### src/rtl/mw_pkg.sv
package mw_pkg;
  localparam logic [2:0] CMD_READ = 3'b110;

  typedef enum logic [2:0] {
    E_IDLE, E_SETUP, E_CMD_LO, E_CMD_HI, E_RD_LO, E_RD_HI, E_TAIL
  } eng_state_e;

  typedef enum logic [1:0] {
    S_IDLE, S_MAN, S_DET, S_AL
  } seq_state_e;
endpackage

### src/rtl/mw_tick_gen.sv
module mw_tick_gen #(
  parameter int DIV_W = 8
) (
  input  logic             clk_i,
  input  logic             rst_ni,
  input  logic             run_i,
  input  logic [DIV_W-1:0] div_i,
  output logic             tick_o
);
  logic [DIV_W-1:0] cnt_q;

  assign tick_o = run_i && (cnt_q == div_i);

  always_ff @(posedge clk_i or negedge rst_ni) begin
    if (!rst_ni)                 cnt_q <= '0;
    else if (!run_i || tick_o)   cnt_q <= '0;
    else                         cnt_q <= cnt_q + 1'b1;
  end
endmodule

### src/rtl/mw_shift_eng.sv
module mw_shift_eng
  import mw_pkg::*;
#(
  parameter int DIV_W  = 8,
  parameter int AW_MAX = 8,
  parameter int AW_MIN = 6,
  parameter int DW     = 16
) (
  input  logic              clk_i,
  input  logic              rst_ni,
  input  logic              go_i,
  input  logic [AW_MAX-1:0] addr_i,
  input  logic              wide_i,
  input  logic [DIV_W-1:0]  div_i,
  input  logic              ee_do_i,
  output logic              ee_cs_o,
  output logic              ee_sk_o,
  output logic              ee_di_o,
  output logic              done_o,
  output logic [DW-1:0]     word_o
);
  localparam int CMD_W = 3 + AW_MAX;
  localparam int CNT_W = $clog2(DW > CMD_W ? DW : CMD_W);
  localparam logic [CNT_W-1:0] LAST_WIDE   = CNT_W'(CMD_W - 1);
  localparam logic [CNT_W-1:0] LAST_NARROW = CNT_W'(3 + AW_MIN - 1);
  localparam logic [CNT_W-1:0] LAST_DATA   = CNT_W'(DW - 1);

  eng_state_e        st_q;
  logic [CMD_W-1:0]  cmd_q;
  logic [CNT_W-1:0]  bit_q;
  logic              wide_q;
  logic [DIV_W-1:0]  div_q;
  logic [DW-1:0]     sh_q;
  logic [DW-1:0]     word_q;
  logic              done_q;
  logic              tick;
  logic [CNT_W-1:0]  cmd_last;
  logic [CMD_W-1:0]  cmd_narrow;

  mw_tick_gen #(.DIV_W(DIV_W)) u_tick (
    .clk_i  (clk_i),
    .rst_ni (rst_ni),
    .run_i  (st_q != E_IDLE),
    .div_i  (div_q),
    .tick_o (tick)
  );

  assign cmd_last   = wide_q ? LAST_WIDE : LAST_NARROW;
  assign cmd_narrow = CMD_W'({CMD_READ, addr_i[AW_MIN-1:0]}) << (AW_MAX - AW_MIN);

  assign ee_cs_o = (st_q != E_IDLE) && (st_q != E_TAIL);
  assign ee_sk_o = (st_q == E_CMD_HI) || (st_q == E_RD_HI);
  assign ee_di_o = ((st_q == E_CMD_LO) || (st_q == E_CMD_HI)) && cmd_q[CMD_W-1];
  assign done_o  = done_q;
  assign word_o  = word_q;

  always_ff @(posedge clk_i or negedge rst_ni) begin
    if (!rst_ni) begin
      st_q   <= E_IDLE;
      cmd_q  <= '0;
      bit_q  <= '0;
      wide_q <= 1'b0;
      div_q  <= '0;
      sh_q   <= '0;
      word_q <= '0;
      done_q <= 1'b0;
    end else begin
      done_q <= 1'b0;
      if (st_q == E_IDLE) begin
        if (go_i) begin
          st_q   <= E_SETUP;
          wide_q <= wide_i;
          div_q  <= div_i;
          bit_q  <= '0;
          cmd_q  <= wide_i ? {CMD_READ, addr_i} : cmd_narrow;
        end
      end else if (tick) begin
        unique case (st_q)
          E_SETUP:  st_q <= E_CMD_LO;
          E_CMD_LO: st_q <= E_CMD_HI;
          E_CMD_HI: begin
            if (bit_q == cmd_last) begin
              bit_q <= '0;
              st_q  <= E_RD_LO;
            end else begin
              bit_q <= bit_q + 1'b1;
              cmd_q <= {cmd_q[CMD_W-2:0], 1'b0};
              st_q  <= E_CMD_LO;
            end
          end
          E_RD_LO: st_q <= E_RD_HI;
          E_RD_HI: begin
            sh_q <= {sh_q[DW-2:0], ee_do_i};
            if (bit_q == LAST_DATA) begin
              st_q <= E_TAIL;
            end else begin
              bit_q <= bit_q + 1'b1;
              st_q  <= E_RD_LO;
            end
          end
          E_TAIL: begin
            st_q   <= E_IDLE;
            word_q <= sh_q;
            done_q <= 1'b1;
          end
          default: st_q <= E_IDLE;
        endcase
      end
    end
  end

  // half-period length monitor
  logic [DIV_W:0] hp_cnt_q;
  logic           sk_prev_q;
  always_ff @(posedge clk_i or negedge rst_ni) begin
    if (!rst_ni) begin
      hp_cnt_q  <= '0;
      sk_prev_q <= 1'b0;
    end else begin
      sk_prev_q <= ee_sk_o;
      if (st_q == E_IDLE || ee_sk_o != sk_prev_q) hp_cnt_q <= '0;
      else if (hp_cnt_q != '1)                    hp_cnt_q <= hp_cnt_q + 1'b1;
    end
  end


  sk_half_period_chk: assert property (@(posedge clk_i) disable iff (!rst_ni)
    (ee_sk_o != sk_prev_q) |-> (hp_cnt_q >= {1'b0, div_q}));


  sk_needs_cs_chk: assert property (@(posedge clk_i) disable iff (!rst_ni)
    ee_sk_o |-> ee_cs_o);


  di_stable_high_chk: assert property (@(posedge clk_i) disable iff (!rst_ni)
    (ee_sk_o && sk_prev_q) |-> $stable(ee_di_o));
endmodule

### src/rtl/mw_seq.sv
module mw_seq
  import mw_pkg::*;
#(
  parameter int          AW_MAX   = 8,
  parameter int          DW       = 16,
  parameter logic [15:0] SIG      = 16'h8129,
  parameter int          ST_BASE  = 7,
  parameter int          ST_WORDS = 3
) (
  input  logic                   clk_i,
  input  logic                   rst_ni,
  input  logic                   start_i,
  input  logic                   autoload_i,
  input  logic [AW_MAX-1:0]      addr_i,
  input  logic                   wide_i,
  input  logic                   eng_done_i,
  input  logic [DW-1:0]          eng_word_i,
  output logic                   eng_go_o,
  output logic [AW_MAX-1:0]      eng_addr_o,
  output logic                   eng_wide_o,
  output logic                   busy_o,
  output logic                   done_o,
  output logic                   al_done_o,
  output logic [DW-1:0]          data_o,
  output logic                   wide_o,
  output logic [DW*ST_WORDS-1:0] station_o
);
  localparam int IDX_W = (ST_WORDS > 1) ? $clog2(ST_WORDS) : 1;
  localparam logic [IDX_W-1:0] IDX_LAST = IDX_W'(ST_WORDS - 1);

  seq_state_e             st_q;
  logic                   go_q, done_q, al_done_q, det_q, ewide_q;
  logic [AW_MAX-1:0]      eaddr_q;
  logic [IDX_W-1:0]       idx_q;
  logic [DW-1:0]          data_q;
  logic [DW*ST_WORDS-1:0] station_q;

  assign eng_go_o   = go_q;
  assign eng_addr_o = eaddr_q;
  assign eng_wide_o = ewide_q;
  assign busy_o     = (st_q != S_IDLE);
  assign done_o     = done_q;
  assign al_done_o  = al_done_q;
  assign data_o     = data_q;
  assign wide_o     = det_q;
  assign station_o  = station_q;

  always_ff @(posedge clk_i or negedge rst_ni) begin
    if (!rst_ni) begin
      st_q      <= S_IDLE;
      go_q      <= 1'b0;
      done_q    <= 1'b0;
      al_done_q <= 1'b0;
      det_q     <= 1'b0;
      ewide_q   <= 1'b0;
      eaddr_q   <= '0;
      idx_q     <= '0;
      data_q    <= '0;
      station_q <= '0;
    end else begin
      go_q      <= 1'b0;
      done_q    <= 1'b0;
      al_done_q <= 1'b0;
      unique case (st_q)
        S_IDLE: begin
          if (start_i) begin
            st_q    <= S_MAN;
            go_q    <= 1'b1;
            eaddr_q <= addr_i;
            ewide_q <= wide_i;
          end else if (autoload_i) begin
            st_q    <= S_DET;
            go_q    <= 1'b1;
            eaddr_q <= '0;
            ewide_q <= 1'b1;
          end
        end
        S_MAN: if (eng_done_i) begin
          data_q <= eng_word_i;
          done_q <= 1'b1;
          st_q   <= S_IDLE;
        end
        S_DET: if (eng_done_i) begin
          det_q   <= (eng_word_i == SIG);
          ewide_q <= (eng_word_i == SIG);
          eaddr_q <= AW_MAX'(ST_BASE);
          idx_q   <= '0;
          go_q    <= 1'b1;
          st_q    <= S_AL;
        end
        S_AL: if (eng_done_i) begin
          station_q[idx_q*DW +: DW] <= eng_word_i;
          if (idx_q == IDX_LAST) begin
            al_done_q <= 1'b1;
            st_q      <= S_IDLE;
          end else begin
            idx_q   <= idx_q + 1'b1;
            eaddr_q <= eaddr_q + 1'b1;
            go_q    <= 1'b1;
          end
        end
        default: st_q <= S_IDLE;
      endcase
    end
  end


  done_idle_chk: assert property (@(posedge clk_i) disable iff (!rst_ni)
    done_o |-> !busy_o);


  done_pulse_chk: assert property (@(posedge clk_i) disable iff (!rst_ni)
    done_o |=> !done_o);


  al_no_done_chk: assert property (@(posedge clk_i) disable iff (!rst_ni)
    al_done_o |-> !done_o);


  start_ignored_chk: assert property (@(posedge clk_i) disable iff (!rst_ni)
    (busy_o && start_i) |=> !eng_go_o || $past(st_q) != S_MAN);
endmodule

### src/rtl/mw_eeprom_rd.sv
module mw_eeprom_rd #(
  parameter int          DIV_W    = 8,
  parameter int          AW_MAX   = 8,
  parameter int          AW_MIN   = 6,
  parameter int          DW       = 16,
  parameter logic [15:0] SIG      = 16'h8129,
  parameter int          ST_BASE  = 7,
  parameter int          ST_WORDS = 3
) (
  input  logic                   clk_i,
  input  logic                   rst_ni,
  input  logic [DIV_W-1:0]       div_i,
  input  logic                   start_i,
  input  logic [AW_MAX-1:0]      addr_i,
  input  logic                   wide_addr_i,
  input  logic                   autoload_i,
  input  logic                   ee_do_i,
  output logic                   ee_cs_o,
  output logic                   ee_sk_o,
  output logic                   ee_di_o,
  output logic                   busy_o,
  output logic                   done_o,
  output logic [DW-1:0]          data_o,
  output logic                   al_done_o,
  output logic                   wide_o,
  output logic [DW*ST_WORDS-1:0] station_o
);
  logic              eng_go, eng_wide, eng_done;
  logic [AW_MAX-1:0] eng_addr;
  logic [DW-1:0]     eng_word;

  mw_seq #(
    .AW_MAX(AW_MAX), .DW(DW), .SIG(SIG), .ST_BASE(ST_BASE), .ST_WORDS(ST_WORDS)
  ) u_seq (
    .clk_i      (clk_i),
    .rst_ni     (rst_ni),
    .start_i    (start_i),
    .autoload_i (autoload_i),
    .addr_i     (addr_i),
    .wide_i     (wide_addr_i),
    .eng_done_i (eng_done),
    .eng_word_i (eng_word),
    .eng_go_o   (eng_go),
    .eng_addr_o (eng_addr),
    .eng_wide_o (eng_wide),
    .busy_o     (busy_o),
    .done_o     (done_o),
    .al_done_o  (al_done_o),
    .data_o     (data_o),
    .wide_o     (wide_o),
    .station_o  (station_o)
  );

  mw_shift_eng #(
    .DIV_W(DIV_W), .AW_MAX(AW_MAX), .AW_MIN(AW_MIN), .DW(DW)
  ) u_eng (
    .clk_i   (clk_i),
    .rst_ni  (rst_ni),
    .go_i    (eng_go),
    .addr_i  (eng_addr),
    .wide_i  (eng_wide),
    .div_i   (div_i),
    .ee_do_i (ee_do_i),
    .ee_cs_o (ee_cs_o),
    .ee_sk_o (ee_sk_o),
    .ee_di_o (ee_di_o),
    .done_o  (eng_done),
    .word_o  (eng_word)
  );


  busy_cover_go_chk: assert property (@(posedge clk_i) disable iff (!rst_ni)
    eng_go |-> busy_o);
endmodule

### config.mk
export PLATFORM = sky130hd
export DESIGN_NAME = mw_eeprom_rd
export DESIGN_NICKNAME = d
export VERILOG_FILES = /design/src/rtl/mw_pkg.sv /design/src/rtl/mw_tick_gen.sv /design/src/rtl/mw_shift_eng.sv /design/src/rtl/mw_seq.sv /design/src/rtl/mw_eeprom_rd.sv
export SDC_FILE = /design/constraint.sdc
export NUM_CORES = 1
export LEC_CHECK = 0
export BUFFER_PORTS_ARGS = -buffer_cell sky130_fd_sc_hd__buf_2
export CORE_MARGIN = 4
export CORE_UTILIZATION = 57
export DETAILED_ROUTE_END_ITERATION = 10
export GPL_TIMING_DRIVEN = 0
export PLACE_DENSITY = 0.9
export SETUP_SLACK_MARGIN = 0.02
export SYNTH_ARGS = -nofsm -noshare
export SYNTH_HDL_FRONTEND = slang
export SYNTH_HIERARCHICAL = 1
export SYNTH_SLANG_ARGS = --single-unit
### constraint.sdc
create_clock -name clk_i -period 2.85 [get_ports clk_i]
set_input_delay 0.57 -clock clk_i [delete_from_list [all_inputs] [get_ports clk_i]]
set_output_delay 0.57 -clock clk_i [all_outputs]
set_load 0.01 [all_outputs]
==> out/metrics.cfg, run 1 <==
[global_routing]
grt_pass1_wl_mm=24.63
grt_max_degree=90
grt_use_total=0.2341
grt_antenna_before_repair=0
grt_pass1_vias=5017
grt-ovfl-total=0

[routing]
ant_nets=0
drt-initial-drc-count=629
via_per_inst=5.846
wirelength_mm=15.36
vias=5139
wl_per_cell_um=17.47
drt_pre_antenna_iters=6
drc=0

[layout]
fin_area_um2=7959
antenna_cells=0
n_fill_cell=770
mostFrequentLayoutCell=dfrtp_1
fin_util=0.6970
nets=753
drive_gt1_frac=0.3003
syn2layout_area_growth_pct=20.11
final_cell_mix=dfrtp_1 (149), nand2_1 (129), buf_2 (109), o21ai_0 (51), mux2_2 (42)

[setup_path]
worstPathArrival_ns=2.94
worstSetupPathType=flip-flop to flip-flop
end_kind=flip-flop
cp.required_ns=3.13
crit_fanout=10
start_kind=flip-flop

[clock_tree]
clk_path_buf_depth=2
clk_latency_ns=0.42
cts_tree=done
htreeDepth=4
cts_root_buffer=clkbuf_16
clkSinkCount=149
cts_hold_buf=0
clk_pin_slew_ns=0.06
cts_buffers=17

[pwr]
ir_drop_v=0.0003888
p_per_area_nw_per_um2=636.3
p_leak_uw=0.004041

[placement]
dpl.hpwl_mm=10.25
numPortBuffers=91
placed_area_um2=7295
gp_congestion=0.8356

[timing]
worstMarginPinSlew_ns=0.5969
finalCritPeriodShare=0.9347
rsz0062_at_grt=false
final-max-slew-violation-count=0
skew_ns=0.007175
slew_headroom=0.5991
fmax_mhz=375.4
finalHoldViolations=0
setup_viol=0
period_minus_slack_ns=2.664

[synth]
synth_warnings=6
synth_cell_types=62
ys_seq_area_frac=0.5627
synthCells=603
synth_edf_count=0
syn_avg_cell_area_um2=10.99
synth_seq_cells=149
syn_nets=633
mappedNetlistArea_um2=6626
synth_ff_type=dfrtp_1
synth-async-reset-ratio=1.000

[floorplanning]
fp-row-count=39
start_util=0.5803
die-height_um=115.8
core_um2=11420
chipWidth_um=115.8
die_area_um2=13410
io_pins=93

[run]
maxCapViolations=0

[hold_path]
hold_class=input pin to async pin

[status]
outcome=finished, final reports clean

==> per-stage QoR <==
stage                     cells  setup WS (ns)  setup TNS [ns]  power [uW]  hold slack (ns)
after floorplan             603         0.3611               0        2667           0.2744
after global placement      837        -0.7030         -103.04        2802           0.4488
after detailed placement    838       -0.06328        -0.06328        2841           0.4588
after CTS                   870        0.09314               0        5048           0.1283
after global routing        879        0.03839               0        5268           0.1472
final                       879         0.1860               0        5065           0.1122
==> path summary, 6_finish.rpt <==
kind,start,to,cells after the start,slack [ns]
hold / removal,rst_ni,u_seq/station_o[28],1,0.11
setup reg to reg,u_eng/u_tick/cnt_q[3],u_eng/bit_q[2],10,0.19
setup / recovery,u_eng/u_tick/cnt_q[3],u_eng/bit_q[2],10,0.19
min in group clk_i,div_i[4],u_eng/div_q[4],2,0.38
hold reg to reg,u_seq/station_o[21],u_seq/station_o[21],2,0.48
max in group asynchronous,rst_ni,u_eng/div_q[0],2,1.93
==> state kept, by name, indices dropped and copies added, names as in the netlist, 2 cells and up <==
name and count:
u_seq/station_o 48, u_eng/sh_q 16, u_eng/word_o 16, u_seq/data_o 16, u_eng/cmd_q 11, u_eng/div_q 8, u_eng/u_tick/cnt_q 8, u_seq/eng_addr_o 8
u_eng/bit_q 4, u_eng/st_q 3, u_seq/idx_q 2, u_seq/st_q 2
==> cells in the mapped netlist (4+ instances only) <==
library cell	count	area [um^2]
a211oi_1	8	60.06
a21oi_1	20	100.1
a221oi_1	4	35.03
a22o_1	20	175.2
and3_1	6	37.54
buf_2	19	95.09
buf_6	4	45.04
clkbuf_1	6	22.52
dfrtp_1	149	3729
ha_1	8	100.1
inv_1	12	45.04
mux2_2	42	473.0
mux2_4	6	90.09
mux2i_1	8	80.08
nand2_1	129	484.2
nand2b_1	7	43.79
nand3_1	11	55.05
nand4_1	4	25.02
nor2_1	14	52.55
nor2b_1	5	31.28
nor3_1	4	20.02
o21ai_0	51	255.2
xor2_1	9	78.83
==> area by class of cell <==
| class | instances | area (um^2) | share of cell area |
|---|---|---|---|
| flip-flops and latches | 149 | 3729 | 0.4685 |
| clock inverters | 15 | 152.6 | 0.01918 |
| clock buffers | 17 | 425.4 | 0.05345 |
| plain buffers | 31 | 172.7 | 0.02169 |
| well taps | 143 | 178.9 | 0.02248 |
| multi-input cells | 409 | 2691 | 0.3382 |
| inverters | 14 | 52.55 | 0.006603 |
| repair buffers | 101 | 556.8 | 0.06996 |
==> where the power goes <==
group          total, uW  leakage, uW  internal [uW]  switching, uW
clock               2190     0.000284           1290            902
combinational        601      0.00178            248            353
sequential          2270      0.00198           2190           78.8
==> cells by family (layout without fill, tap and decap cells) <==
family                     count (synthesis)  count (layout)  share of synthesized area
adders and majority gates                  8               8                    0.01511
muxes                                     56              56                    0.09705
AOI/OAI and AO/OA                        124             124                     0.1193
buffers and inverters                     45             178                    0.03380
and+or+nand+nor                          208             208                     0.1526
xor gates and xnor gates                  13              13                    0.01945
DFF                                      149             149                     0.5627
==> critical path, cell delays in order (launching register included) <==
cell	delay [ns]
dfrtp_1	0.38
buf_6	0.14
xor2_2	0.15
nor4_4	0.25
buf_4	0.20
and3_1	0.15
buf_2	0.18
nand4b_2	0.32
o211ai_1	0.47
and3_1	0.23
a211oi_1	0.06
==> timing repair <==
item	CTS	global route
setup buffers	0	9
gates resized for setup	2	2
endpoints found under the setup margin	5	29
pin swaps	0	3
==> per-layer routing <==
| metal | GRT usage | routed length, um | vias up |
|---|---|---|---|
| li1 | - | - | 2362 |
| met1 | 0.2874 | 6233 | 2505 |
| met2 | 0.3985 | 7645 | 226 |
| met3 | 0.05483 | 1076 | 46 |
| met4 | 0.09822 | 400 | 0 |
| met5 | 0 | 0 | - |
(Power assumes the default switching activity.)
==> run 2, diff against run 1 <==
- CORE_UTILIZATION: 57 -> 47
- PLACE_DENSITY: 0.9 -> 0.78
- SKIP_CTS_REPAIR_TIMING: unset -> 1
- clock period: 2.85 -> 2.8 ns (I/O delays scaled with it)
==> run 2 against run 1 <==
  * Non-clock buffer count unchanged
  * Core utilization decreased by 11 points
  * Combinational power about the same
  * Highest routed layer unchanged
  * Setup slack improved by 0.034 ns
  * Flip-flop and latch count unchanged
  * Largest power group is now the clock network
  * Critical path type unchanged
==> out/metrics.cfg, run 2 (same netlist as run 1, synthesis figures left out) <==
[pwr]
p_per_area_nw_per_um2=677.2  ; +6.4%
ir_drop_v=0.0003996  ; +2.8%
p_leak_uw=0.004084  ; +1.1%
power.total_uw=5482  ; +8.2%

[setup_path]
worstPathArrival_ns=2.88  ; -0.06 ns
crit_fanout=10  ; unchanged
start_kind=flip-flop
crit_chain=buf_6 > xor2_2 > nor4_4 > and3_1 > buf_2 > nand4b_1 > o21a_1 > buf_6 > mux2_4
max_stage_delay_ns=0.40  ; -0.07 ns
path_buf_inv=3  ; unchanged
path_common_cell=buf_6
critical_path.top_delay_family=simple AND/OR/NAND/NOR gates
worstSetupPathType=flip-flop to flip-flop
cpMaxStageDelayCell=nor4_4
cp.required_ns=3.10  ; -0.03 ns
end_kind=flip-flop
r2r_slack_ns=0.22  ; +0.03 ns

[timing]
slew_headroom=0.4308  ; -0.1683
finalHoldViolations=0  ; unchanged
worstMarginPinSlew_ns=0.8539  ; +0.2570 ns
finalCritPeriodShare=0.9213  ; -0.01346
fmax_mhz=387.7  ; +3.3%
setup_viol=0  ; unchanged
period_minus_slack_ns=2.580  ; -0.08441 ns
setup_slack_ns=0.2204  ; +0.03441 ns
skew_ns=0.006100  ; -0.001075 ns
final-max-slew-violation-count=0  ; unchanged
rsz0062_at_grt=false

[global_routing]
grt_antenna_before_repair=0  ; unchanged
grt_max_degree=96  ; +6.7%
grt_use_total=0.1919  ; -0.04217
grt_pass1_vias=5018  ; +0.020%
grt-ovfl-total=0  ; unchanged
grt_pass1_wl_mm=24.84  ; +0.87%

[routing]
drt_pre_antenna_iters=5  ; -1
via_per_inst=5.530  ; -5.4%
drt-initial-drc-count=343  ; -45%
ant_nets=0  ; unchanged
wl_per_cell_um=16.17  ; -7.5%
drc=0  ; unchanged
wirelength_mm=14.79  ; -3.7%
vias=5060  ; -1.5%

[placement]
numPortBuffers=91  ; unchanged
gp_congestion=0.8351  ; about the same
dpl_worst_slack_ns=-0.1062  ; -0.04294 ns
placed_area_um2=7341  ; +0.63%
dpl.hpwl_mm=10.25  ; about the same

[layout]
nets=753  ; unchanged
antenna_cells=0  ; unchanged
syn2layout_area_growth_pct=22.17
n_fill_cell=1118  ; +45%
fin_area_um2=8095  ; +1.7%
fin_util=0.5855  ; -0.1116
mostFrequentLayoutCell=dfrtp_1
drive_gt1_frac=0.2980  ; -0.002313
largest_reg_flops=48  ; unchanged
final_cell_mix=dfrtp_1 (149), nand2_1 (129), buf_2 (109), o21ai_0 (51), mux2_2 (42)

[clock_tree]
cts_buffers=17  ; unchanged
clk_latency_ns=0.42  ; about the same
htreeDepth=4  ; unchanged
cts_tree=done
clk_pin_slew_ns=0.06  ; about the same
clk_path_buf_depth=2  ; unchanged
cts_root_buffer=clkbuf_16
clkSinkCount=149  ; unchanged

[floorplanning]
start_util=0.4792  ; -0.1011
die_area_um2=16060  ; +20%
core_um2=13830  ; +21%
die-height_um=126.7  ; +9.4%
fp-row-count=43  ; +10%
chipWidth_um=126.7  ; +9.4%
io_pins=93  ; unchanged

[run]
maxCapViolations=0  ; unchanged

[hold_path]
hold_class=input pin to async pin

[status]
outcome=finished, final reports clean

==> run 2: changes by cell type in the layout (fill, tap and decap cells not counted), sizes merged <==
cell / delta
bufinv: +4
inv: -2
clkbuf: +2
clkinv: -3
clkinvlp: -2
==> run 2: worst register-to-register path, cell delays in order (launching register included) <==
cell	delay (ns)
dfrtp_1	0.37
buf_6	0.13
xor2_2	0.15
nor4_4	0.40
and3_1	0.21
buf_2	0.18
nand4b_1	0.25
o21a_1	0.28
buf_6	0.16
mux2_4	0.31
==> run 2: power breakdown <==
| group | switching [uW] | leakage (uW) | total, uW | internal (uW) |
|---|---|---|---|---|
| sequential | 79.4 | 0.00198 | 2310 | 2230 |
| combinational | 353 | 0.00178 | 599 | 246 |
| clock | 878 | 0.000328 | 2570 | 1690 |
| total | 1310 | 0.00408 | 5480 | 4170 |
==> run 2: metal layers <==
layer / GRT usage / up-vias / share of wire
met4: 0.06688 / 0 / 0.017
li1: - / 2364 / -
met2: 0.3229 / 187 / 0.50
met5: 0 / - / 0
met1: 0.2435 / 2485 / 0.42
met3: 0.04589 / 24 / 0.062
==> run 2: worst paths after layout <==
path	startpoint	to	cells after the start
min	rst_ni	u_seq/station_o[39]	1
min in group clk_i	div_i[7]	u_eng/div_q[7]	2
max reg2reg	u_eng/u_tick/cnt_q[3]	u_eng/cmd_q[8]	9
min reg2reg	u_eng/sh_q[15]	u_eng/word_o[15]	2
max in group asynchronous	rst_ni	u_seq/data_o[0]	2
max	u_eng/u_tick/cnt_q[3]	u_eng/cmd_q[8]	9
==> run 2: final cells by class <==
cell class / instances / area, um^2 / share of cell area
Multi-Input combinational cell: 409 / 2691 / 0.3325
Inverter: 14 / 52.55 / 0.006492
Clock buffer: 19 / 442.9 / 0.05471
Buffer: 31 / 172.7 / 0.02133
Tap cell: 180 / 225.2 / 0.02782
Timing Repair Buffer: 101 / 556.8 / 0.06878
Sequential cell: 149 / 3729 / 0.4606
Clock inverter: 12 / 225.2 / 0.02782
==> run 2: through the flow <==
step / setup TNS (ns) / hold WS (ns) / cells
2_1_floorplan: 0 / 0.2644 / 603
3_3_place_gp: -116.53 / 0.4522 / 874
3_5_place_dp: -0.1900 / 0.4533 / 875
4_1_cts: -0.5408 / 0.2489 / 906
5_1_grt: 0 / 0.2975 / 915
6_report: 0 / 0.2220 / 915
==> run 3, diff against run 2 <==
- CORE_MARGIN: 4 -> 2
- RECOVER_POWER: unset -> 100
==> run 3 against run 2 <==
  * Sequential power barely moved
  * Power down 7.3%
  * Core utilization shrank 1.8 points
  * Critical endpoint is now u_seq/station_o[45]
  * Largest power group is now registers
  * Flip-flop and latch count unchanged
  * Via count up 0.63%
  * Non-clock buffer count increased by 1
  * Critical path depth shrank 3
  * Routed wire length up 0.88%
  * Setup slack worse by 0.067 ns
==> out/metrics.cfg, run 3 (same netlist as run 1, synthesis figures left out) <==
[global_routing]
grt_use_total=0.2057  ; +0.01378
busiest_layer=met2
grt_pass1_vias=4979  ; -0.78%
met3_usage=0.04461  ; -0.001285
grt_util_met1=0.2521  ; +0.008572
grt_pass1_wl_mm=23.96  ; -3.5%
grt_antenna_before_repair=0  ; unchanged
grt_max_degree=102  ; +6.3%
grt_use_met2=0.3519  ; +0.02901
grt-ovfl-total=0  ; unchanged

[layout]
syn2layout_area_growth_pct=18.37
largest_reg_flops=48  ; unchanged
nets=754  ; +0.13%
mostFrequentLayoutCell=dfrtp_1
drive_gt1_frac=0.1805  ; -0.1175
antenna_cells=0  ; unchanged
final_cell_mix=dfrtp_1 (149), nand2_1 (129), clkbuf_1 (84), o21ai_0 (51), mux2_2 (42)
fin_area_um2=7844  ; -3.1%

[routing]
wirelength_mm=14.92  ; +0.88%
drt-initial-drc-count=507  ; +48%
ant_nets=0  ; unchanged
via_per_inst=5.553  ; +0.41%
drt_pre_antenna_iters=6  ; +1
drc=0  ; unchanged
vias=5092  ; +0.63%
wl_per_cell_um=16.27  ; +0.66%

[setup_path]
worstSetupPathType=flip-flop to flip-flop
worstPathArrival_ns=3.01  ; +0.13 ns
r2r_end=u_seq/station_o[45]
crit_fanout=10  ; unchanged
worstReg2RegStart=u_seq/idx_q[0]
end_kind=flip-flop
cp.required_ns=3.16  ; +0.06 ns
r2r_slack_ns=0.15  ; -0.07 ns
start_kind=flip-flop
r2r_cells=6  ; -3

[placement]
gp_congestion=0.8623  ; +3.3%
numPortBuffers=91  ; unchanged
dpl.hpwl_mm=10.23  ; -0.14%
placed_area_um2=7341  ; unchanged

[timing]
worstMarginPinSlew_ns=1.237  ; +0.3830 ns
period_minus_slack_ns=2.647  ; +0.06713 ns
slew_headroom=0.1754  ; -0.2553
fin_hold_ws_ns=0.3646  ; +0.1426 ns
rsz0062_at_grt=false
final-max-slew-violation-count=0  ; unchanged
skew_ns=0.007778  ; +0.001678 ns
setup_viol=0  ; unchanged
finalCritPeriodShare=0.9453  ; +0.02398
finalHoldViolations=0  ; unchanged
fmax_mhz=377.8  ; -2.5%

[clock_tree]
cts_buffers=17  ; unchanged
cts_root_buffer=clkbuf_16
clk_latency_ns=0.43  ; about the same
htreeDepth=4  ; unchanged
clk_path_buf_depth=2  ; unchanged
clk_pin_slew_ns=0.07  ; about the same
cts_tree=done
clkSinkCount=149  ; unchanged

[hold_path]
hold_path_startpoint=div_i[0]
hold_end=u_eng/div_q[0]
min_path_cells=2
hold_class=input pin to flip-flop

[status]
outcome=finished, final reports clean

[run]
maxCapViolations=0  ; unchanged

[floorplanning]
io_pins=93  ; unchanged
die_area_um2=15060  ; -6.2%
start_util=0.4792  ; unchanged
die-height_um=122.7  ; -3.2%
core_um2=13830  ; unchanged
fp-row-count=43  ; unchanged
chipWidth_um=122.7  ; -3.2%

[pwr]
ir_drop_v=0.0004033  ; +0.93%
p_leak_uw=0.003679  ; -9.9%
p_per_area_nw_per_um2=648.0  ; -4.3%

run 3: changes by cell type in the layout (fill, tap and decap cells not counted), moves of 3 or more:
cell / change
clkbuf_1: +78
mux2_1: +6
bufinv_16: -5
buf_2: -75
buf_6: -3
inv_6: +3
mux2_4: -6
run 3: critical path, cell delays in order (launching register included):
cell and delay, ns:
dfrtp_1 0.45, inv_1 0.18, ha_1 0.21, nand4_4 0.15
nor4_1 1.03, clkbuf_2 0.39, a22o_1 0.17
run 3: per-layer routing:
layer,part of all wire,vias up
met2,0.51,188
met1,0.43,2533
met3,0.051,18
li1,-,2353
met5,0,-
met4,0.016,0
run 3: cell type report:
class	count	area [um^2]
repair buffers	102	470.5
clock inverters	15	145.1
fillers	1199	5983
clock buffers	17	425.4
well taps	180	225.2
flip-flops and latches	149	3729
plain buffers	31	150.1
inverters	14	52.55
multi-input cells	409	2646
run 3: stage by stage:
step	TNS [ns]	worst slack [ns]	util	power, uW	instances
CTS	-1.463	-0.1809	0.5722	5077	907
global route	0	0.02234	0.5673	5304	917
finish	0	0.1533	0.5673	5083	917
floorplan	0	0.3111	-	2715	603
global placement	-112.22	-0.7668	0.5285	2855	874
detailed placement	-0.6735	-0.1569	0.5309	2896	875
run 3: report_power, final:
part           switching (uW)  total [uW]  internal, uW  leakage (uW)
sequential               76.1        2310          2230       0.00198
clock                     944        2190          1240      0.000277
combinational             354         591           238       0.00142
total                    1370        5080          3710       0.00368
run 3: worst max path at each step:
| stage | from | to | slack [ns] | cells after the start |
|---|---|---|---|---|
| CTS | u_eng/u_tick/cnt_q[4] | u_eng/bit_q[2] | -0.18 | 8 |
| global placement | rst_ni | u_seq/eng_addr_o[0] | -0.77 | 1 |
| finish | u_seq/idx_q[0] | u_seq/station_o[45] | 0.15 | 6 |
| detailed placement | u_eng/u_tick/cnt_q[4] | u_eng/bit_q[2] | -0.16 | 8 |
| floorplan | u_eng/div_q[7] | u_eng/cmd_q[3] | 0.31 | 8 |
| global route | u_eng/st_q[1] | u_eng/sh_q[10] | 0.02 | 9 |
